## src/rtl/isp_pkg.sv

```systemverilog
package isp_pkg;

   localparam int FRAME_BYTES = 4;
   localparam int FAST_HZ     = 12_000_000;

   localparam logic [7:0] OP_CTRL    = 8'hAC;
   localparam logic [7:0] KEY_ENABLE = 8'h53;
   localparam logic [7:0] KEY_ERASE  = 8'h80;
   localparam logic [7:0] OP_RD_PROG = 8'h20;
   localparam logic [7:0] OP_WR_PROG = 8'h40;
   localparam logic [7:0] OP_RD_EE   = 8'hA0;
   localparam logic [7:0] OP_WR_EE   = 8'hC0;

   typedef enum logic [2:0] {
      CMD_NONE,
      CMD_ENABLE,
      CMD_ERASE,
      CMD_WR_PROG,
      CMD_WR_EE
   } cmd_e;

   function automatic int phase_limit(input int hz);
      return (hz >= FAST_HZ) ? 3 : 2;
   endfunction

   function automatic cmd_e decode_cmd(input logic [7:0] op, input logic [7:0] b1);
      cmd_e c;
      c = CMD_NONE;
      if (op == OP_CTRL && b1 == KEY_ENABLE) c = CMD_ENABLE;
      else if (op == OP_CTRL && b1 == KEY_ERASE) c = CMD_ERASE;
      else if (op == OP_WR_PROG) c = CMD_WR_PROG;
      else if (op == OP_WR_EE) c = CMD_WR_EE;
      return c;
   endfunction

endpackage

```

## src/rtl/isp_sck_filter.sv

```systemverilog
module isp_sck_filter #(
   parameter int SYNC_STAGES = 2,
   parameter int THR         = 3
) (
   input  logic clk,
   input  logic rst,
   input  logic sck,
   input  logic mosi,
   output logic sck_rise,
   output logic sck_fall,
   output logic mosi_s
);
   localparam int CW = $clog2(THR + 1);

   logic [SYNC_STAGES-1:0] sck_sy;
   logic [SYNC_STAGES-1:0] mosi_sy;

   genvar g;
   generate
      for (g = 0; g < SYNC_STAGES; g++) begin : g_sync
         if (g == 0) begin : g_first
            always_ff @(posedge clk) begin
               if (rst) begin
                  sck_sy[0]  <= 1'b0;
                  mosi_sy[0] <= 1'b0;
               end else begin
                  sck_sy[0]  <= sck;
                  mosi_sy[0] <= mosi;
               end
            end
         end else begin : g_next
            always_ff @(posedge clk) begin
               if (rst) begin
                  sck_sy[g]  <= 1'b0;
                  mosi_sy[g] <= 1'b0;
               end else begin
                  sck_sy[g]  <= sck_sy[g-1];
                  mosi_sy[g] <= mosi_sy[g-1];
               end
            end
         end
      end
   endgenerate

   logic          sck_raw;
   logic          lvl_q;
   logic [CW-1:0] run_q;

   assign sck_raw = sck_sy[SYNC_STAGES-1];
   assign mosi_s  = mosi_sy[SYNC_STAGES-1];

   always_ff @(posedge clk) begin
      if (rst) begin
         lvl_q    <= 1'b0;
         run_q    <= '0;
         sck_rise <= 1'b0;
         sck_fall <= 1'b0;
      end else begin
         sck_rise <= 1'b0;
         sck_fall <= 1'b0;
         if (sck_raw != lvl_q) begin
            if (run_q == CW'(THR)) begin
               lvl_q    <= sck_raw;
               run_q    <= '0;
               sck_rise <= sck_raw;
               sck_fall <= ~sck_raw;
            end else begin
               run_q <= run_q + 1'b1;
            end
         end else begin
            run_q <= '0;
         end
      end
   end

endmodule

```

## src/rtl/isp_frame.sv

```systemverilog
module isp_frame
   import isp_pkg::*;
#(
   parameter int NBYTES = FRAME_BYTES
) (
   input  logic                          clk,
   input  logic                          rst,
   input  logic                          sck_rise,
   input  logic                          sck_fall,
   input  logic                          mosi_s,
   input  logic [7:0]                    tx_byte,
   output logic [$clog2(NBYTES*8)-1:0]   bit_cnt,
   output logic [NBYTES*8-1:0]           word,
   output logic                          frame_done,
   output logic                          miso
);
   localparam int NB = NBYTES * 8;
   localparam int CW = $clog2(NB);

   logic [7:0] tx_q;
   logic       pend_q;

   assign miso = tx_q[7];

   always_ff @(posedge clk) begin
      if (rst) begin
         bit_cnt    <= '0;
         word       <= '0;
         frame_done <= 1'b0;
         pend_q     <= 1'b0;
         tx_q       <= '0;
      end else begin
         frame_done <= 1'b0;
         if (sck_rise) begin
            word    <= {word[NB-2:0], mosi_s};
            bit_cnt <= bit_cnt + 1'b1;
            if (bit_cnt[2:0] == 3'd7) pend_q <= 1'b1;
            if (bit_cnt == CW'(NB - 1)) frame_done <= 1'b1;
         end
         if (sck_fall) begin
            if (pend_q) begin
               tx_q   <= tx_byte;
               pend_q <= 1'b0;
            end else begin
               tx_q <= {tx_q[6:0], 1'b0};
            end
         end
      end
   end

endmodule

```

## src/rtl/isp_mem.sv

```systemverilog
module isp_mem #(
   parameter int PROG_DEPTH = 64,
   parameter int EE_DEPTH   = 32,
   parameter int BUSY_CYC   = 1000
) (
   input  logic                          clk,
   input  logic                          rst,
   input  logic                          erase,
   input  logic                          wr_prog,
   input  logic                          wr_ee,
   input  logic [$clog2(PROG_DEPTH)-1:0] wa_prog,
   input  logic [$clog2(EE_DEPTH)-1:0]   wa_ee,
   input  logic [7:0]                    wdata,
   input  logic                          rd_ee,
   input  logic [$clog2(PROG_DEPTH)-1:0] ra_prog,
   input  logic [$clog2(EE_DEPTH)-1:0]   ra_ee,
   output logic [7:0]                    rdata,
   output logic                          busy
);
   localparam int BW = $clog2(BUSY_CYC + 1);

   logic [7:0]    prog_q [PROG_DEPTH];
   logic [7:0]    ee_q   [EE_DEPTH];
   logic [BW-1:0] wait_q;

   always_ff @(posedge clk) begin
      if (erase) begin
         for (int i = 0; i < PROG_DEPTH; i++) prog_q[i] <= 8'hFF;
         for (int j = 0; j < EE_DEPTH; j++)   ee_q[j]   <= 8'hFF;
      end else begin
         if (wr_prog) prog_q[wa_prog] <= wdata;
         if (wr_ee)   ee_q[wa_ee]     <= wdata;
      end
   end

   always_ff @(posedge clk) begin
      if (rst) begin
         wait_q <= '0;
      end else if (erase || wr_prog || wr_ee) begin
         wait_q <= BW'(BUSY_CYC);
      end else if (wait_q != '0) begin
         wait_q <= wait_q - 1'b1;
      end
   end

   assign busy  = (wait_q != '0);
   assign rdata = rd_ee ? ee_q[ra_ee] : prog_q[ra_prog];

endmodule

```

## src/rtl/isp_slave.sv

```systemverilog
module isp_slave
   import isp_pkg::*;
#(
   parameter int CLK_HZ      = 50_000_000,
   parameter int PROG_DEPTH  = 64,
   parameter int EE_DEPTH    = 32,
   parameter int BUSY_CYC    = 1000,
   parameter int SYNC_STAGES = 2
) (
   input  logic clk,
   input  logic rst_pin,
   input  logic sck,
   input  logic mosi,
   output logic miso,
   output logic synced,
   output logic busy
);
   localparam int THR = phase_limit(CLK_HZ);
   localparam int PW  = $clog2(PROG_DEPTH);
   localparam int EW  = $clog2(EE_DEPTH);
   localparam int NB  = FRAME_BYTES * 8;
   localparam int CW  = $clog2(NB);

   generate
      if (PROG_DEPTH < 2 || (PROG_DEPTH & (PROG_DEPTH - 1)) != 0 || PROG_DEPTH > 256)
         $error("PROG_DEPTH must be a power of two from 2 to 256");
      if (EE_DEPTH < 2 || (EE_DEPTH & (EE_DEPTH - 1)) != 0 || EE_DEPTH > 256)
         $error("EE_DEPTH must be a power of two from 2 to 256");
      if (BUSY_CYC < 1) $error("BUSY_CYC must be at least 1");
      if (SYNC_STAGES < 1) $error("SYNC_STAGES must be at least 1");
      if (CLK_HZ < 1) $error("CLK_HZ must be positive");
   endgenerate

   logic          sck_rise, sck_fall, mosi_s;
   logic [CW-1:0] bit_cnt;
   logic [NB-1:0] word;
   logic          frame_done;
   logic [7:0]    tx_byte;
   logic [7:0]    rdata;
   logic          synced_q;
   logic          wr_go;
   cmd_e          cmd;
   logic          unused_hi;

   isp_sck_filter #(.SYNC_STAGES(SYNC_STAGES), .THR(THR)) u_filt (
      .clk(clk), .rst(rst_pin), .sck(sck), .mosi(mosi),
      .sck_rise(sck_rise), .sck_fall(sck_fall), .mosi_s(mosi_s)
   );

   isp_frame #(.NBYTES(FRAME_BYTES)) u_frame (
      .clk(clk), .rst(rst_pin), .sck_rise(sck_rise), .sck_fall(sck_fall),
      .mosi_s(mosi_s), .tx_byte(tx_byte), .bit_cnt(bit_cnt), .word(word),
      .frame_done(frame_done), .miso(miso)
   );

   assign cmd   = decode_cmd(word[31:24], word[23:16]);
   assign wr_go = frame_done && synced_q && !busy &&
                  (cmd == CMD_ERASE || cmd == CMD_WR_PROG || cmd == CMD_WR_EE);

   isp_mem #(.PROG_DEPTH(PROG_DEPTH), .EE_DEPTH(EE_DEPTH), .BUSY_CYC(BUSY_CYC)) u_mem (
      .clk(clk), .rst(rst_pin),
      .erase(wr_go && cmd == CMD_ERASE),
      .wr_prog(wr_go && cmd == CMD_WR_PROG),
      .wr_ee(wr_go && cmd == CMD_WR_EE),
      .wa_prog(word[8 +: PW]), .wa_ee(word[8 +: EW]), .wdata(word[7:0]),
      .rd_ee(word[23:16] == OP_RD_EE),
      .ra_prog(word[PW-1:0]), .ra_ee(word[EW-1:0]),
      .rdata(rdata), .busy(busy)
   );

   // Outgoing byte, chosen just after a byte boundary (word then holds
   // the bytes received so far, the latest in word[7:0]).
   always_comb begin
      case (bit_cnt[CW-1:3])
         2'd1, 2'd2: tx_byte = word[7:0];
         2'd3: tx_byte = (synced_q && (word[23:16] == OP_RD_PROG ||
                                       word[23:16] == OP_RD_EE)) ? rdata : 8'h00;
         default: tx_byte = 8'h00;
      endcase
   end

   always_ff @(posedge clk) begin
      if (rst_pin) synced_q <= 1'b0;
      else if (frame_done && cmd == CMD_ENABLE) synced_q <= 1'b1;
   end

   assign synced    = synced_q;
   assign unused_hi = ^word[15:8];

endmodule

```

## config.mk

```make
export PLATFORM = sky130hd
export DESIGN_NAME = isp_slave
export DESIGN_NICKNAME = d
export VERILOG_FILES = /design/src/rtl/isp_pkg.sv /design/src/rtl/isp_sck_filter.sv /design/src/rtl/isp_frame.sv /design/src/rtl/isp_mem.sv /design/src/rtl/isp_slave.sv
export SDC_FILE = /design/constraint.sdc
export NUM_CORES = 1
export LEC_CHECK = 0
export CAP_MARGIN = 30
export CORE_MARGIN = 2
export CORE_UTILIZATION = 60
export CTS_CLUSTER_DIAMETER = 100
export CTS_CLUSTER_SIZE = 12
export DETAILED_ROUTE_END_ITERATION = 8
export DONT_BUFFER_PORTS = 1
export PLACE_DENSITY = 0.82
export SYNTH_ARGS = -nofsm -noshare
export SYNTH_HDL_FRONTEND = slang
export SYNTH_HIERARCHICAL = 1
export SYNTH_SLANG_ARGS = --single-unit
export TNS_END_PERCENT = 5
```

## constraint.sdc

```tcl
create_clock -name clk -period 9.72 [get_ports clk]
set_input_delay 1.944 -clock clk [delete_from_list [all_inputs] [get_ports clk]]
set_output_delay 1.944 -clock clk [all_outputs]
set_load 0.05 [all_outputs]
```

==> results of run 1 <==
==> synth_stat cells (4+ instances only) <==
| master | n |
|---|---|
| nor3_1 | 16 |
| buf_1 | 7 |
| mux2_2 | 7 |
| a211oi_1 | 9 |
| nand2_1 | 92 |
| ha_1 | 7 |
| nand2b_1 | 58 |
| inv_1 | 10 |
| buf_2 | 36 |
| nor2_1 | 75 |
| and2_1 | 5 |
| mux2i_1 | 51 |
| nor3b_1 | 6 |
| buf_4 | 9 |
| a22oi_1 | 61 |
| nor2b_1 | 20 |
| mux4_2 | 189 |
| edfxtp_1 | 768 |
| o21ai_0 | 12 |
| and3b_1 | 5 |
| and3_1 | 4 |
| a311oi_1 | 5 |
| o21bai_1 | 48 |
| o22ai_1 | 13 |
| xnor2_1 | 6 |
| or2_2 | 389 |
| dfxtp_1 | 67 |
| or3b_2 | 5 |
| or3_1 | 390 |
| o211ai_1 | 4 |
| buf_6 | 4 |
| nand3_1 | 15 |
| a21oi_1 | 31 |
| clkbuf_1 | 206 |
| nand4b_1 | 8 |
| nand3b_1 | 12 |
| nor4_1 | 10 |
==> final cells by class <==
| type | instances | share of cell area |
|---|---|---|
| well taps | 855 | 0.0259 |
| repair buffers | 43 | 0.00943 |
| inverters | 11 | 0.000998 |
| clock inverters | 3 | 0.00133 |
| multi-input cells | 1589 | 0.319 |
| clock buffers | 109 | 0.0531 |
| flip-flops and latches | 835 | 0.591 |
==> kinds of logic after synthesis <==
| group | share of synthesized area |
|---|---|
| simple gates | 0.176 |
| flops | 0.630 |
| xor+xnor | 0.00136 |
| mux | 0.125 |
| buf+inv | 0.0302 |
| compound gates | 0.0350 |
| fa+ha+maj | 0.00226 |
==> flip-flops by register name (all words and copies together) (netlist names) <==
name                cells
u_mem/prog_q          512
u_mem/ee_q            256
u_frame/word           32
u_mem/wait_q           10
u_frame/tx_q            8
u_frame/bit_cnt         5
u_filt/run_q            2
synced                  1
u_filt/lvl_q            1
u_filt/mosi_s           1
u_filt/mosi_sy          1
u_filt/sck_fall         1
u_filt/sck_raw          1
u_filt/sck_rise         1
u_filt/sck_sy           1
u_frame/frame_done      1
u_frame/pend_q          1
==> stage by stage <==
step           hold WS, ns  worst slack (ns)  instances  power, mW  utilization
6_report             0.426              4.57       3445       6.86        0.645
5_1_grt              0.458              4.31       3445       7.05        0.645
4_1_cts              0.437              4.64       3442       6.89        0.645
3_5_place_dp         0.427              4.66       3330       4.10        0.610
3_3_place_gp         0.414              4.82       3326       4.10        0.609
2_1_floorplan        0.405              5.38       2699       4.09            -
==> power groups by stage <==
stage / Sequential [mW] / Combinational (mW) / Clock, mW
6_report: 3.89 / 0.134 / 2.83
5_1_grt: 3.89 / 0.153 / 3.00
4_1_cts: 3.89 / 0.135 / 2.87
3_5_place_dp: 3.97 / 0.135 / 0
3_3_place_gp: 3.97 / 0.128 / 0
2_1_floorplan: 3.97 / 0.123 / 0
==> layer usage <==
layer  wire length (um)  part of all wire
met5                  0                 0
met4               3520             0.039
met3               8840             0.097
met2              45200              0.50
met1              33700              0.37
==> worst paths after layout <==
| path | startpoint | endpoint | slack, ns | cells past startpoint |
|---|---|---|---|---|
| hold / removal | u_filt/mosi_sy[0] | u_filt/mosi_s | 0.43 | 1 |
| setup reg to reg | u_mem/wait_q[0] | u_mem/prog_q[59][4] | 4.57 | 12 |
| hold reg to reg | u_filt/mosi_sy[0] | u_filt/mosi_s | 0.43 | 1 |
| setup / recovery | u_mem/wait_q[0] | u_mem/prog_q[59][4] | 4.57 | 12 |
==> results.toml, run 1 <==
[status]
outcome = "finished clean"

[timing]
max_freq_mhz = 194
hold_violations = 0
worstMarginPinSlew_ns = 1.10
rsz0062_at_grt = "no"
period_minus_slack_ns = 5.15
fin_crit_sh = 0.530
finalSetupTns_ns = 0
relSlewSlack = 0.265
setup_viol_count_final = 0
skew_ns = 0.0241
final_max_slew_viol_count = 0

[logic_synthesis]
seq_area_frac_synth = 0.630
ys.flop_type = "edfxtp_1"
synth_top_cell_by_area = "edfxtp_1"
synthArstFlopShare = 0
postSynthAreaPerCell_um2 = 14.4
syn_nets = 2710
synth_area_leaders = "edfxtp_1, mux4_2, or3_1"
yosys.area.top_type_share = 0.595
syn_area_um2 = 38700
synth_cell_types = 62
syn_inst = 2699
synth_edf_count = 768
ys.warnings.count = 6
yosys_register_bits = 835

[global_routing]
first_global_vias = 22900
antenna_found_initial = 0
grt_pass1_wl_um = 140000
grt.busiest_layer = "met2"
grt_usage = 0.278
grt_start_max_net_pins = 165
grt_overflow_total = 0
grt_use_met3 = 0.0523
grt_util_met1 = 0.379
grt.met2_usage = 0.451

[clocking]
clk_path_buf_depth = 3
clock-root-buffer = "clkbuf_16"
cts.reportedPaths.clkPinSlew_ns = 0.06
clock-sinks = 835
cts_inserted_buffers = 79
htree_levels = 3
cts-resized-gates = 0
clock_latency_ns = 0.64
cts-hold-fix-buffers = 0
postCtsSetupRepairBufs = 0
cts_tree = "yes"

[floorplan]
dieArea_um2 = 66600
rows = 93
design.core.area_um2 = 64100
die_w_um = 258
start_util = 0.604
io_pins = 7
dieHeight_um = 258

[pwr]
power.density_nw_per_um2 = 166
p_clk_frac = 0.413
combinationalPowerShare = 0.020
power_frac_seq = 0.568
p_leak_nw = 14.1
switching_share = 0.195
vdd_drop_max_uv = 147
power.internal_mw = 5.52
p_sw_mw = 1.34

[worst_setup_path]
cp_cell_sequence = "inv_1 -> ha_1 -> or3b_2 -> or2_2 -> or3_1 -> nand3b_1 -> nor2b_1 -> and3b_1 -> and3b_1 -> nand3b_1 -> buf_4 -> o21bai_1"
slowest_delay_ns = 0.66
cp.buffers_inverters = 2
critPathTopFamily = "simple AND/OR/NAND/NOR gates"
cp-start-kind = "flip-flop"
cp.required_ns = 9.97
critical_path.slowest_cell = "o21bai_1"
end_kind = "flip-flop"
cp.arrival_ns = 5.40
path_class = "flip-flop to flip-flop"
cp_max_fo = 54

[cells_and_area]
multi_input_area_um2 = 13200
drive_gt1_frac = 0.287
postLayoutCellArea_um2 = 41400
register_area_um2 = 24400
syn2layout_area_growth_pct = 6.79
antenna_cells = 0
mostFrequentLayoutCells = "edfxtp_1, or3_1, or2_2, mux4_2, nand2_1"
fillers = 4311
final_common_cell = "edfxtp_1"
nets = 2570

[route]
routedWlPerCell_um = 26.5
via_per_inst = 6.72
vias = 23100
drt_iter0_markers = 3043
drc = 0
finalWirelength_um = 91200
drtAntennaViolNets = 0
drtPass1Iterations = 6

[place]
gp_routability_congestion = 0.902
dp_hpwl_um = 55200
place_area_um2 = 39100
port_buffers = 0

[run]
drv_cap = 0

[min_path]
hold_class = "flip-flop to flip-flop"
Note: power is estimated with default switching activity, not from simulation.
==> inputs of run 2 (changes only) <==
==> constraint.sdc (replaced) <==
create_clock -name clk -period 5.3 [get_ports clk]
set_input_delay 1.06 -clock clk [delete_from_list [all_inputs] [get_ports clk]]
set_output_delay 1.06 -clock clk [all_outputs]
set_load 0.05 [all_outputs]
==> results.toml, run 2 (synthesis gave the netlist of run 1 again) <==
[status]
outcome = "finished clean"

[worst_setup_path]
rrSetupSlack_ns = 0.38
critical_path.slowest_cell = "nor3b_2"
cp_cell_sequence = "inv_1 -> ha_1 -> or3b_2 -> or2_2 -> or3_1 -> nand3b_1 -> nor2b_1 -> and3b_1 -> or3b_1 -> nor3b_2 -> buf_4 -> nand2_1 -> nand2b_1"
critPathTopFamily = "simple AND/OR/NAND/NOR gates"
cp.required_ns = 5.59
r2r-end = "u_mem/prog_q[1][6]"
cp-start-kind = "flip-flop"
cp.buffers_inverters = 2
r2r_start = "u_mem/wait_q[0]"
end_kind = "flip-flop"
path_class = "flip-flop to flip-flop"
cp_max_fo = 9
r2r_cells = 13
cp.arrival_ns = 5.20
slowest_delay_ns = 0.63

[timing]
final_max_slew_viol_count = 0
hold_violations = 0
fin_crit_sh = 0.928
period_minus_slack_ns = 4.92
fin_ws_ns = 0.382
max_freq_mhz = 203
relSlewSlack = 0.288
setup_viol_count_final = 0
rsz0062_at_grt = "no"
finalSetupTns_ns = 0
skew_ns = 0.0311
worstMarginPinSlew_ns = 1.06

[route]
vias = 23100
drtPass1Iterations = 6
finalWirelength_um = 89500
routedWlPerCell_um = 25.8
drc = 0
drt_iter0_markers = 2859
drtAntennaViolNets = 0
via_per_inst = 6.64

[floorplan]
rows = 93
die_w_um = 258
start_util = 0.604
dieHeight_um = 258
design.core.area_um2 = 64100
io_pins = 7
dieArea_um2 = 66600

[cells_and_area]
mostFrequentLayoutCells = "edfxtp_1, or3_1, or2_2, mux4_2, nand2_1"
antenna_cells = 0
utilization = 0.649
syn2layout_area_growth_pct = 7.42
fillers = 4216
multi_input_area_um2 = 13200
nets = 2588
largest_reg_flops = 512
register_area_um2 = 24400
top_register = "u_mem/prog_q"
drive_gt1_frac = 0.291
top_regs = "u_mem/prog_q x512, u_mem/ee_q x256, u_frame/word x32"
stdcell_count = 3475
final_common_cell = "edfxtp_1"

[clocking]
clock_latency_ns = 0.64
cts-hold-fix-buffers = 0
postCtsSetupRepairBufs = 0
clk_path_buf_depth = 3
cts-resized-gates = 0
clock-sinks = 835
htree_levels = 3
clock-root-buffer = "clkbuf_16"
cts_inserted_buffers = 79
cts.reportedPaths.clkPinSlew_ns = 0.06
cts_tree = "yes"

[global_routing]
grt_usage = 0.270
antenna_found_initial = 0
grt_overflow_total = 0
grt_start_max_net_pins = 84
grt_pass1_wl_um = 137000
first_global_vias = 22900

[pwr]
fin_total_pwr_mw = 12.6
vdd_drop_max_uv = 258
power.density_nw_per_um2 = 304
p_leak_nw = 14.2

[min_path]
min_from = "u_filt/sck_sy[0]"
hold-path-endpoint = "u_filt/sck_raw"
hold_class = "flip-flop to flip-flop"
hold_depth = 1

[place]
dpl.cell_count = 3350
gp_routability_congestion = 0.869
pre_cts_slack_ns = 0.538
port_buffers = 0
dp_hpwl_um = 54500

[run]
drv_cap = 0
==> run 2: cell count changes in the layout (fill, tap and decap cells not counted) <==
| cell | change |
|---|---|
| buf_16 | +2 |
| buf_12 | +5 |
| inv_6 | +1 |
| inv_16 | +1 |
| clkbuf_16 | -3 |
| clkinv_16 | +1 |
| clkbuf_1 | +12 |
| buf_4 | +14 |
| buf_8 | -3 |
==> run 2: layer usage <==
metal / global-route usage / wire, um
met5: 0 / 0
met2: 0.444 / 44200
met4: 0.107 / 3400
met1: 0.366 / 34200
met3: 0.0442 / 7700
==> run 2: layout make-up <==
type / count / area share
clock buffer: 118 / 0.0520
clock inverter: 6 / 0.00274
inverter: 11 / 0.000992
multi-input combinational: 1589 / 0.317
sequential: 835 / 0.587
tap: 855 / 0.0257
timing repair buffer: 61 / 0.0145
==> run 2: worst max path at each step <==
stage	startpoint	to	slack [ns]	cells past startpoint
2_1_floorplan	u_mem/wait_q[0]	u_mem/prog_q[13][0]	0.96	15
5_1_grt	u_mem/wait_q[0]	u_mem/prog_q[1][6]	0.26	13
4_1_cts	u_mem/wait_q[0]	u_mem/prog_q[1][1]	0.48	13
3_3_place_gp	u_mem/wait_q[0]	u_mem/prog_q[1][2]	0.67	13
6_report	u_mem/wait_q[0]	u_mem/prog_q[1][6]	0.38	13
3_5_place_dp	u_mem/wait_q[0]	u_mem/prog_q[55][1]	0.54	12
==> run 2: stage by stage <==
stage / hold slack [ns] / instance area (um2)
finish: 0.436 / 41600
global route: 0.453 / 41600
CTS: 0.440 / 41600
detailed placement: 0.426 / 39300
global placement: 0.413 / 39300
floorplan: 0.405 / 38700
==> run 2: power by group <==
group / internal (mW) / leakage (nW) / total [mW] / switching (mW)
Sequential: 7.11 / 9.65 / 7.14 / 0.0314
Clock: 2.87 / 1.09 / 5.22 / 2.35
Combinational: 0.119 / 3.48 / 0.280 / 0.161
Total: 10.1 / 14.2 / 12.6 / 2.54
